`src/rtl/can_ifs_pkg.sv`:
```
package can_ifs_pkg;
  typedef enum logic [1:0] {
    ST_SYNC  = 2'd0,
    ST_FRAME = 2'd1,
    ST_INTER = 2'd2,
    ST_IDLE  = 2'd3
  } ifs_state_e;
endpackage

```
`src/rtl/can_ifs_bit_counter.sv`:
```
module can_ifs_bit_counter #(
  parameter int MAX_COUNT = 11,
  localparam int CW = $clog2(MAX_COUNT + 1)
) (
  input  logic          clk,
  input  logic          rst_n,
  input  logic          clr,
  input  logic          inc,
  output logic [CW-1:0] count
);
  always_ff @(posedge clk or negedge rst_n) begin
    if (!rst_n)      count <= '0;
    else if (clr)    count <= '0;
    else if (inc && count != CW'(MAX_COUNT)) count <= count + 1'b1;
  end

  // counter stays within its range (supports R1, R6)
  assert_count_range_R1: assert property (@(posedge clk) disable iff (!rst_n)
    count <= CW'(MAX_COUNT));
endmodule

```
`src/rtl/can_ifs_fsm.sv`:
```
module can_ifs_fsm
  import can_ifs_pkg::*;
#(
  parameter int SYNC_BITS   = 11,
  parameter int INTER_SLOTS = 3,
  parameter int CW          = 4
) (
  input  logic          clk,
  input  logic          rst_n,
  input  logic          bit_strobe,
  input  logic          bus_bit,
  input  logic          eof_done,
  input  logic [CW-1:0] count,
  output logic          cnt_clr,
  output logic          cnt_inc,
  output logic          sof_det,
  output logic          overload_req,
  output logic          bus_idle
);
  localparam logic [CW-1:0] SYNC_LAST  = CW'(SYNC_BITS - 1);
  localparam logic [CW-1:0] INTER_LAST = CW'(INTER_SLOTS - 1);

  ifs_state_e state, state_nx;
  logic dom_bit, rec_bit;

  assign dom_bit = bit_strobe && !bus_bit;
  assign rec_bit = bit_strobe &&  bus_bit;

  always_comb begin
    state_nx     = state;
    cnt_clr      = 1'b0;
    cnt_inc      = 1'b0;
    sof_det      = 1'b0;
    overload_req = 1'b0;
    unique case (state)
      ST_SYNC: begin
        if (rec_bit) begin
          if (count == SYNC_LAST) begin
            state_nx = ST_IDLE;
            cnt_clr  = 1'b1;
          end else begin
            cnt_inc = 1'b1;
          end
        end else if (dom_bit) begin
          cnt_clr = 1'b1;
        end
      end
      ST_FRAME: begin
        if (eof_done) begin
          state_nx = ST_INTER;
          cnt_clr  = 1'b1;
        end
      end
      ST_INTER: begin
        if (dom_bit) begin
          if (count < INTER_LAST) overload_req = 1'b1;
          else                    sof_det      = 1'b1;
          state_nx = ST_FRAME;
          cnt_clr  = 1'b1;
        end else if (rec_bit) begin
          if (count == INTER_LAST) begin
            state_nx = ST_IDLE;
            cnt_clr  = 1'b1;
          end else begin
            cnt_inc = 1'b1;
          end
        end
      end
      ST_IDLE: begin
        if (dom_bit) begin
          sof_det  = 1'b1;
          state_nx = ST_FRAME;
        end
      end
      default: state_nx = ST_SYNC;
    endcase
  end

  always_ff @(posedge clk or negedge rst_n) begin
    if (!rst_n) state <= ST_SYNC;
    else        state <= state_nx;
  end

  assign bus_idle = (state == ST_IDLE);

  // pulses only on strobed dominant bits
  assert_pulse_needs_dominant_R9: assert property (@(posedge clk) disable iff (!rst_n)
    (sof_det || overload_req) |-> (bit_strobe && !bus_bit));
  assert_pulses_exclusive_R9: assert property (@(posedge clk) disable iff (!rst_n)
    !(sof_det && overload_req));
  // start of frame during idle clears the idle flag
  assert_sof_clears_idle_R7: assert property (@(posedge clk) disable iff (!rst_n)
    (sof_det && bus_idle) |=> !bus_idle);
  // idle only follows a strobed recessive bit
  assert_idle_after_recessive_R6: assert property (@(posedge clk) disable iff (!rst_n)
    $rose(bus_idle) |-> $past(bit_strobe && bus_bit));
  // overload never reported while idle
  assert_no_overload_idle_R4: assert property (@(posedge clk) disable iff (!rst_n)
    overload_req |-> !bus_idle);
  // after overload nothing is reported until the next eof_done
  assert_overload_then_quiet_R8: assert property (@(posedge clk) disable iff (!rst_n)
    overload_req |=> (!sof_det && !overload_req && !bus_idle));
endmodule

```
`src/rtl/can_ifs_monitor.sv`:
```
module can_ifs_monitor #(
  parameter int SYNC_BITS   = 11,
  parameter int INTER_SLOTS = 3
) (
  input  logic clk,
  input  logic rst_n,
  input  logic bit_strobe,
  input  logic bus_bit,
  input  logic eof_done,
  output logic sof_det,
  output logic overload_req,
  output logic bus_idle
);
  localparam int MAX_COUNT = (SYNC_BITS > INTER_SLOTS) ? SYNC_BITS : INTER_SLOTS;
  localparam int CW        = $clog2(MAX_COUNT + 1);

  logic          cnt_clr, cnt_inc;
  logic [CW-1:0] count;

  can_ifs_bit_counter #(.MAX_COUNT(MAX_COUNT)) u_cnt (
    .clk   (clk),
    .rst_n (rst_n),
    .clr   (cnt_clr),
    .inc   (cnt_inc),
    .count (count)
  );

  can_ifs_fsm #(
    .SYNC_BITS   (SYNC_BITS),
    .INTER_SLOTS (INTER_SLOTS),
    .CW          (CW)
  ) u_fsm (
    .clk          (clk),
    .rst_n        (rst_n),
    .bit_strobe   (bit_strobe),
    .bus_bit      (bus_bit),
    .eof_done     (eof_done),
    .count        (count),
    .cnt_clr      (cnt_clr),
    .cnt_inc      (cnt_inc),
    .sof_det      (sof_det),
    .overload_req (overload_req),
    .bus_idle     (bus_idle)
  );
endmodule

```
`config.mk`:
```
export PLATFORM = sky130hd
export DESIGN_NAME = can_ifs_monitor
export DESIGN_NICKNAME = d
export VERILOG_FILES = /design/src/rtl/can_ifs_pkg.sv /design/src/rtl/can_ifs_bit_counter.sv /design/src/rtl/can_ifs_fsm.sv /design/src/rtl/can_ifs_monitor.sv
export SDC_FILE = /design/constraint.sdc
export NUM_CORES = 1
export LEC_CHECK = 0
export ABC_AREA = 1
export BUFFER_PORTS_ARGS = -buffer_cell sky130_fd_sc_hd__buf_2
export CAP_MARGIN = 0
export CELL_PAD_IN_SITES_DETAIL_PLACEMENT = 0
export CELL_PAD_IN_SITES_GLOBAL_PLACEMENT = 1
export CORE_AREA = 10 10 47 49
export CTS_BUF_LIST = sky130_fd_sc_hd__clkbuf_4
export DETAILED_ROUTE_END_ITERATION = 6
export DIE_AREA = 0 0 57 59
export MAX_ROUTING_LAYER = met4
export PLACE_DENSITY_LB_ADDON = 0.05
export SYNTH_ARGS = -nofsm -noshare
export SYNTH_HDL_FRONTEND = slang
export SYNTH_HIERARCHICAL = 1
export SYNTH_SLANG_ARGS = --single-unit
```
`constraint.sdc`:
```
create_clock -name clk -period 3.3 [get_ports clk]
set_clock_uncertainty 0.15 [all_clocks]
set_input_delay 0.33 -clock clk [delete_from_list [all_inputs] [get_ports clk]]
set_output_delay 0.33 -clock clk [all_outputs]
set_load 0.02 [all_outputs]
```
* Word level (Yosys, flattened, before mapping)
Index checks and enable logic that the tools add are counted.
Operators by class: $add $sub $neg 1, $mul 0, div/mod/pow operators 0, order comparisons 1, eq/ne operators 12, shift-type cells 0, mux-type cells 30, bitwise operators 0, reductions and logical operators 7
Operators with widths (count):
- 1-bit two-way mux | 17
- 2-bit two-way mux | 7
- 4-bit two-way mux | 2
- 2-bit one-hot mux with 4 select lines | 1
- 2-bit by 1-bit != test with 1-bit output (second input constant) | 3
- 3-bit by 1-bit != test with 1-bit output (second input constant) | 2
- 6-bit AND reduction | 1
- 4-bit by 1-bit adder with 4-bit output (second input constant) | 1
- 2-bit equality test (second input constant) | 2
- 4-bit by 2-bit equality test with 1-bit output (second input constant) | 1
- 4-bit equality test (second input constant) | 1
- 4-bit by 2-bit less-than comparator with 1-bit output (second input constant) | 1
- 4-bit != test (second input constant) | 1
- 1-bit one-hot mux with 2 select lines | 2
- 1-bit logical AND | 3
- 1-bit one-hot mux with 3 select lines | 1
- 2-bit by 1-bit equality test with 1-bit output (second input constant) | 1
- 2-bit zero test | 1
- 2-bit != test (second input constant) | 1
- 2-bit nonzero test | 1
- 1-bit zero test | 1
Word-level totals: register bits 6, latch bits 0, bits in writable memories 0, ROM bits 0, memories 0

* Depth between registers and ports, before layout
word-level depth 8, gate-level depth with buffers 11, gate-level depth less buffers 11

* By module
The synthesis kept the hierarchy.
Modules (own cells, without submodules):
- can_ifs_fsm | times used 1, cells an instance 51, area each 274.0 um2, seq. area each 50.0 um2
- can_ifs_bit_counter | times used 1, cells an instance 32, area each 241.5 um2, seq. area each 100.1 um2

* Worst setup path after synthesis
Ideal clock, no wire load.
kind flip-flop to flip-flop, start point register u_cnt.count[3], end point register u_cnt.count[1], library setup time 0.117 ns, data arrival time 1.216 ns, data required time 3.033 ns, path slack 1.817 ns, stages on the path, launching flop included 11, buffers on the path 0, path through dfrtp_1 -> nor2_1 -> nand2_1 -> nand2_1 -> nand3_1 -> nand3_1 -> clkinv_1 -> nand2_2 -> inv_2 -> nand2_1 -> nand2_1
On the way: elaborated cells between the ends (all ways) 18, classes of those cells 3 x eq/ne; 13 x mux; 2 x reduce/logical
RTL lines:
- start: declaration | RTL line can_ifs_bit_counter.sv:9 | output logic [CW-1:0] count
- start signal: assignment | RTL line can_ifs_bit_counter.sv:14 | else if (inc && count != CW'(MAX_COUNT)) count <= count + 1'b1;
- 4-bit by 2-bit equality test with 1-bit output | RTL line can_ifs_fsm.sv:61 | if (count == INTER_LAST) begin
- 1-bit two-way mux | RTL line can_ifs_fsm.sv:61
- 1-bit two-way mux | RTL line can_ifs_fsm.sv:60 | end else if (rec_bit) begin
- 1-bit two-way mux | RTL line can_ifs_fsm.sv:55 | if (dom_bit) begin
- 1-bit one-hot mux with 3 select lines * | RTL line can_ifs_fsm.sv:35 | unique case (state)
- named net cnt_clr | RTL line can_ifs_monitor.sv:17 | logic cnt_clr, cnt_inc;
- 4-bit two-way mux / 2-bit nonzero test (equally long branches)
The timed path passes the listed nets; every way through them passes the cells marked *. A chain may end at the register's enable or synchronous reset.

* Final worst setup path
start point register u_cnt.count[3], end point output port sof_det
On the way: word-level cells in the longest chain between the ends 4
RTL lines:
- 4-bit by 2-bit less-than comparator with 1-bit output | RTL line can_ifs_fsm.sv:56 | if (count < INTER_LAST) overload_req = 1'b1;
- 1-bit two-way mux | RTL line can_ifs_fsm.sv:56
- 1-bit two-way mux | RTL line can_ifs_fsm.sv:55
- 1-bit one-hot mux with 2 select lines | RTL line can_ifs_fsm.sv:35
- end: declaration | RTL line can_ifs_monitor.sv:10 | output logic sof_det,
No other way between the ends.

==> flow_metrics.py <==
metrics = {
    "clock_tree": {
        "cts_root_buf": "clkbuf_4",
        "ctsLongestPathBuffers": 2,
        "clk_pin_slew_ps": 40,
        "clock_latency_ps": 240,
        "cts-resized-gates": 0,
        "cts_buffers": 3,
        "cts_sinks": 6,
        "h-tree-depth": 1,
        "cts_tree": "done",
    },
    "routing": {
        "vias_per_cell": 4.55,
        "drt_wl_total_microns": 1190,
        "drc": 0,
        "dr.pass1.iters": 4,
        "drt-initial-drc-count": 4,
        "drt.antenna.violating_nets": 0,
        "wl_per_cell_microns": 10.8,
        "num_vias": 501,
    },
    "timing": {
        "rsz0062_at_grt": "false",
        "hold_viol": 0,
        "slew-limit-headroom_pct": 83.7,
        "fin_setup_tns_ps": 0,
        "period_minus_slack_ps": 1700,
        "max_freq_mhz": 589,
        "period_share_pct": 51.4,
        "tightest_slew_ps": 244,
        "setup_viol": 0,
        "slew_violations": 0,
    },
    "status": {
        "status": "complete, no violations",
    },
    "final_layout": {
        "drive_gt1_share_pct": 25.5,
        "final_nets": 102,
        "num-fill-cells": 177,
        "area_growth_pct": 17.0,
        "finish.utilization_pct": 43.0,
        "fin_cells": 110,
        "diodes": 0,
    },
    "floorplanning": {
        "rows": 14,
        "core_sq_um": 1400,
        "die_h_microns": 59,
        "die_width_microns": 57,
        "dieArea_sq_um": 3360,
        "io_pins": 8,
        "initial_core_util_pct": 36.8,
    },
    "synth": {
        "post-synth-top-count-cell": "nand2_1",
        "synth_top_area_share_pct": 29.1,
        "ys_seq_area_share_pct": 29.1,
        "ys.flop_type": "dfrtp_1",
        "ys_async_sr_fraction_pct": 100,
        "yosysTopAreaCell": "dfrtp_1",
        "syn_avg_cell_area_sq_um": 6.21,
        "syn_inst": 83,
        "synth_area_leaders": "dfrtp_1, nand2_1, nand3_1",
        "mappedNetlistNets": 89,
        "synth_area_sq_um": 515,
        "synth_edf_count": 0,
        "synth_cell_types": 18,
        "synth_warnings": 6,
        "ys_ff_latch": 6,
        "synthTopCellsByCount": "nand2_1, nand3_1, nor2_1, inv_1, dfrtp_1",
    },
    "power_and_ir_drop": {
        "ir_drop_uv": 315,
        "powerDensity_nw_per_um2": 820,
        "p_leak_nw": 0.322,
        "power.total_uw": 495,
    },
    "worst_setup_path": {
        "start_kind": "flop",
        "ff2ff_path_depth": 10,
        "cp_top_family": "flip-flops",
        "max_stage_delay_ps": 420,
        "cp.depth": 5,
        "r2r_setup_slack_ps": 1640,
        "crit_path_end_kind": "primary output",
        "critical_path_required_ps": 2820,
        "arrival_ps": 1220,
        "worstReg2RegEnd": "u_cnt/count[1]$_DFFE_PN0P_",
        "r2r_start": "u_cnt/count[3]$_DFFE_PN0P_",
        "cp_num_buf_inv": 2,
        "cpMaxStageDelayCell": "dfrtp_1",
        "cp_cell_sequence": "nor2_1 -> nand2_1 -> nand2_1 -> inv_1 -> buf_2",
        "crit_fanout": 5,
        "worst_path_most_repeated_cell": "nand2_1",
        "path_class": "reg -> out",
    },
    "grt": {
        "top_usage_layer": "met2",
        "grt_max_degree": 7,
        "met1_usage_pct": 7.72,
        "grt-ovfl-total": 0,
        "gr-usage-all-layers_pct": 7.60,
        "met3_usage_pct": 1.72,
        "grt_pass1_wl_microns": 1990,
        "antenna_found_initial": 0,
        "grt.met2_usage_pct": 12.4,
        "grt_pass1_vias": 517,
    },
    "placement": {
        "routabilityCongestion": 0.754,
        "placedCellCount": 106,
        "numPortBuffers": 7,
        "hpwlAfterDp_microns": 966,
    },
    "flow_run": {
        "cap_viol_max_count": 0,
    },
    "min_path": {
        "hp-start": "eof_done",
        "hold_path_class": "in -> reg",
        "holdPathStages": 4,
        "hold_path_end": "u_fsm/state[0]$_DFFE_PN0P_",
    },
}
-- layer usage --
layer | wire [microns] | vias up | share of wire, %
li1 | - | 279 | -
met1 | 556 | 210 | 47
met5 | 0 | - | 0
met3 | 48 | 2 | 4.0
met4 | 10 | 0 | 0.84
met2 | 572 | 10 | 48
-- logic make-up (layout without fill, tap and decap cells) --
kind of cell | Yosys count | count (layout) | share of synthesized area, %
fa+ha+maj | 1 | 1 | 2.43
buf+inv | 14 | 25 | 10.2
compound gates | 4 | 4 | 4.61
simple gates | 57 | 57 | 51.9
flops | 6 | 6 | 29.1
xor+xnor | 1 | 1 | 1.70
-- area by class of cell --
type / count / area [sq um] / share of cell area [%]
Tap cell: 16 / 20.0 / 3.32
Sequential cell: 6 / 150 / 24.9
Timing Repair Buffer: 8 / 45.0 / 7.47
Inverter: 14 / 52.6 / 8.71
Clock buffer: 3 / 22.5 / 3.73
Multi-Input combinational cell: 63 / 313 / 51.9
-- where the power goes --
| group | total (mW) | internal, mW | switching [mW] | leakage (nW) |
|---|---|---|---|---|
| sequential | 0.147 | 0.103 | 0.0441 | 0.0768 |
| clock | 0.0664 | 0.0411 | 0.0253 | 0.0138 |
| combinational | 0.281 | 0.0995 | 0.182 | 0.231 |
-- cell usage in the layout, fill, tap and decap left out, types with 2 or more instances in the layout --
cell and count:
nand2_2 3, nor2_4 2, inv_1 7, nor2_1 10
inv_2 5, nand2_1 27, buf_2 7, clkbuf_4 3
dfrtp_1 6, clkinv_1 2, nand3_2 2, nand3_1 11
-- stage by stage --
step | worst slack [ps] | cell area (sq um) | hold slack, ps
6_report | 1600 | 603 | 248
5_1_grt | 1450 | 603 | 264
4_1_cts | 1580 | 603 | 242
3_5_place_dp | 1650 | 571 | 13.2
3_3_place_gp | 1630 | 571 | 8.72
2_1_floorplan | 1820 | 515 | -116
-- worst max-delay path by stage --
stage,startpoint,to,slack (ps)
after floorplan,u_cnt/count[3]$_DFFE_PN0P_,u_cnt/count[1]$_DFFE_PN0P_,1820
after global placement,u_cnt/count[3]$_DFFE_PN0P_,u_cnt/count[1]$_DFFE_PN0P_,1630
after detailed placement,u_cnt/count[3]$_DFFE_PN0P_,u_cnt/count[1]$_DFFE_PN0P_,1650
after CTS,u_cnt/count[3]$_DFFE_PN0P_,sof_det,1580
after global routing,u_cnt/count[3]$_DFFE_PN0P_,u_cnt/count[0]$_DFFE_PN0P_,1450
final,u_cnt/count[3]$_DFFE_PN0P_,sof_det,1600
-- worst register-to-register path: stages, from the launching register on --
cell      delay [ps]
dfrtp_1          420
nor2_1           190
nand2_1           90
nand2_1           60
nand3_1           60
nand3_1          160
clkinv_1         150
nand2_2          140
inv_2             40
nand2_1           50
nand2_1           50
-- state kept, by name (all words and copies together), names as in the netlist --
signal	cells
u_cnt/count	4
u_fsm/state	2
-- timing repair --
action	4_1_cts	5_1_grt
hold buffers	1	0
endpoints found under the hold margin	6	0
setup buffers	0	0
Note: power is estimated with default switching activity, not from simulation.
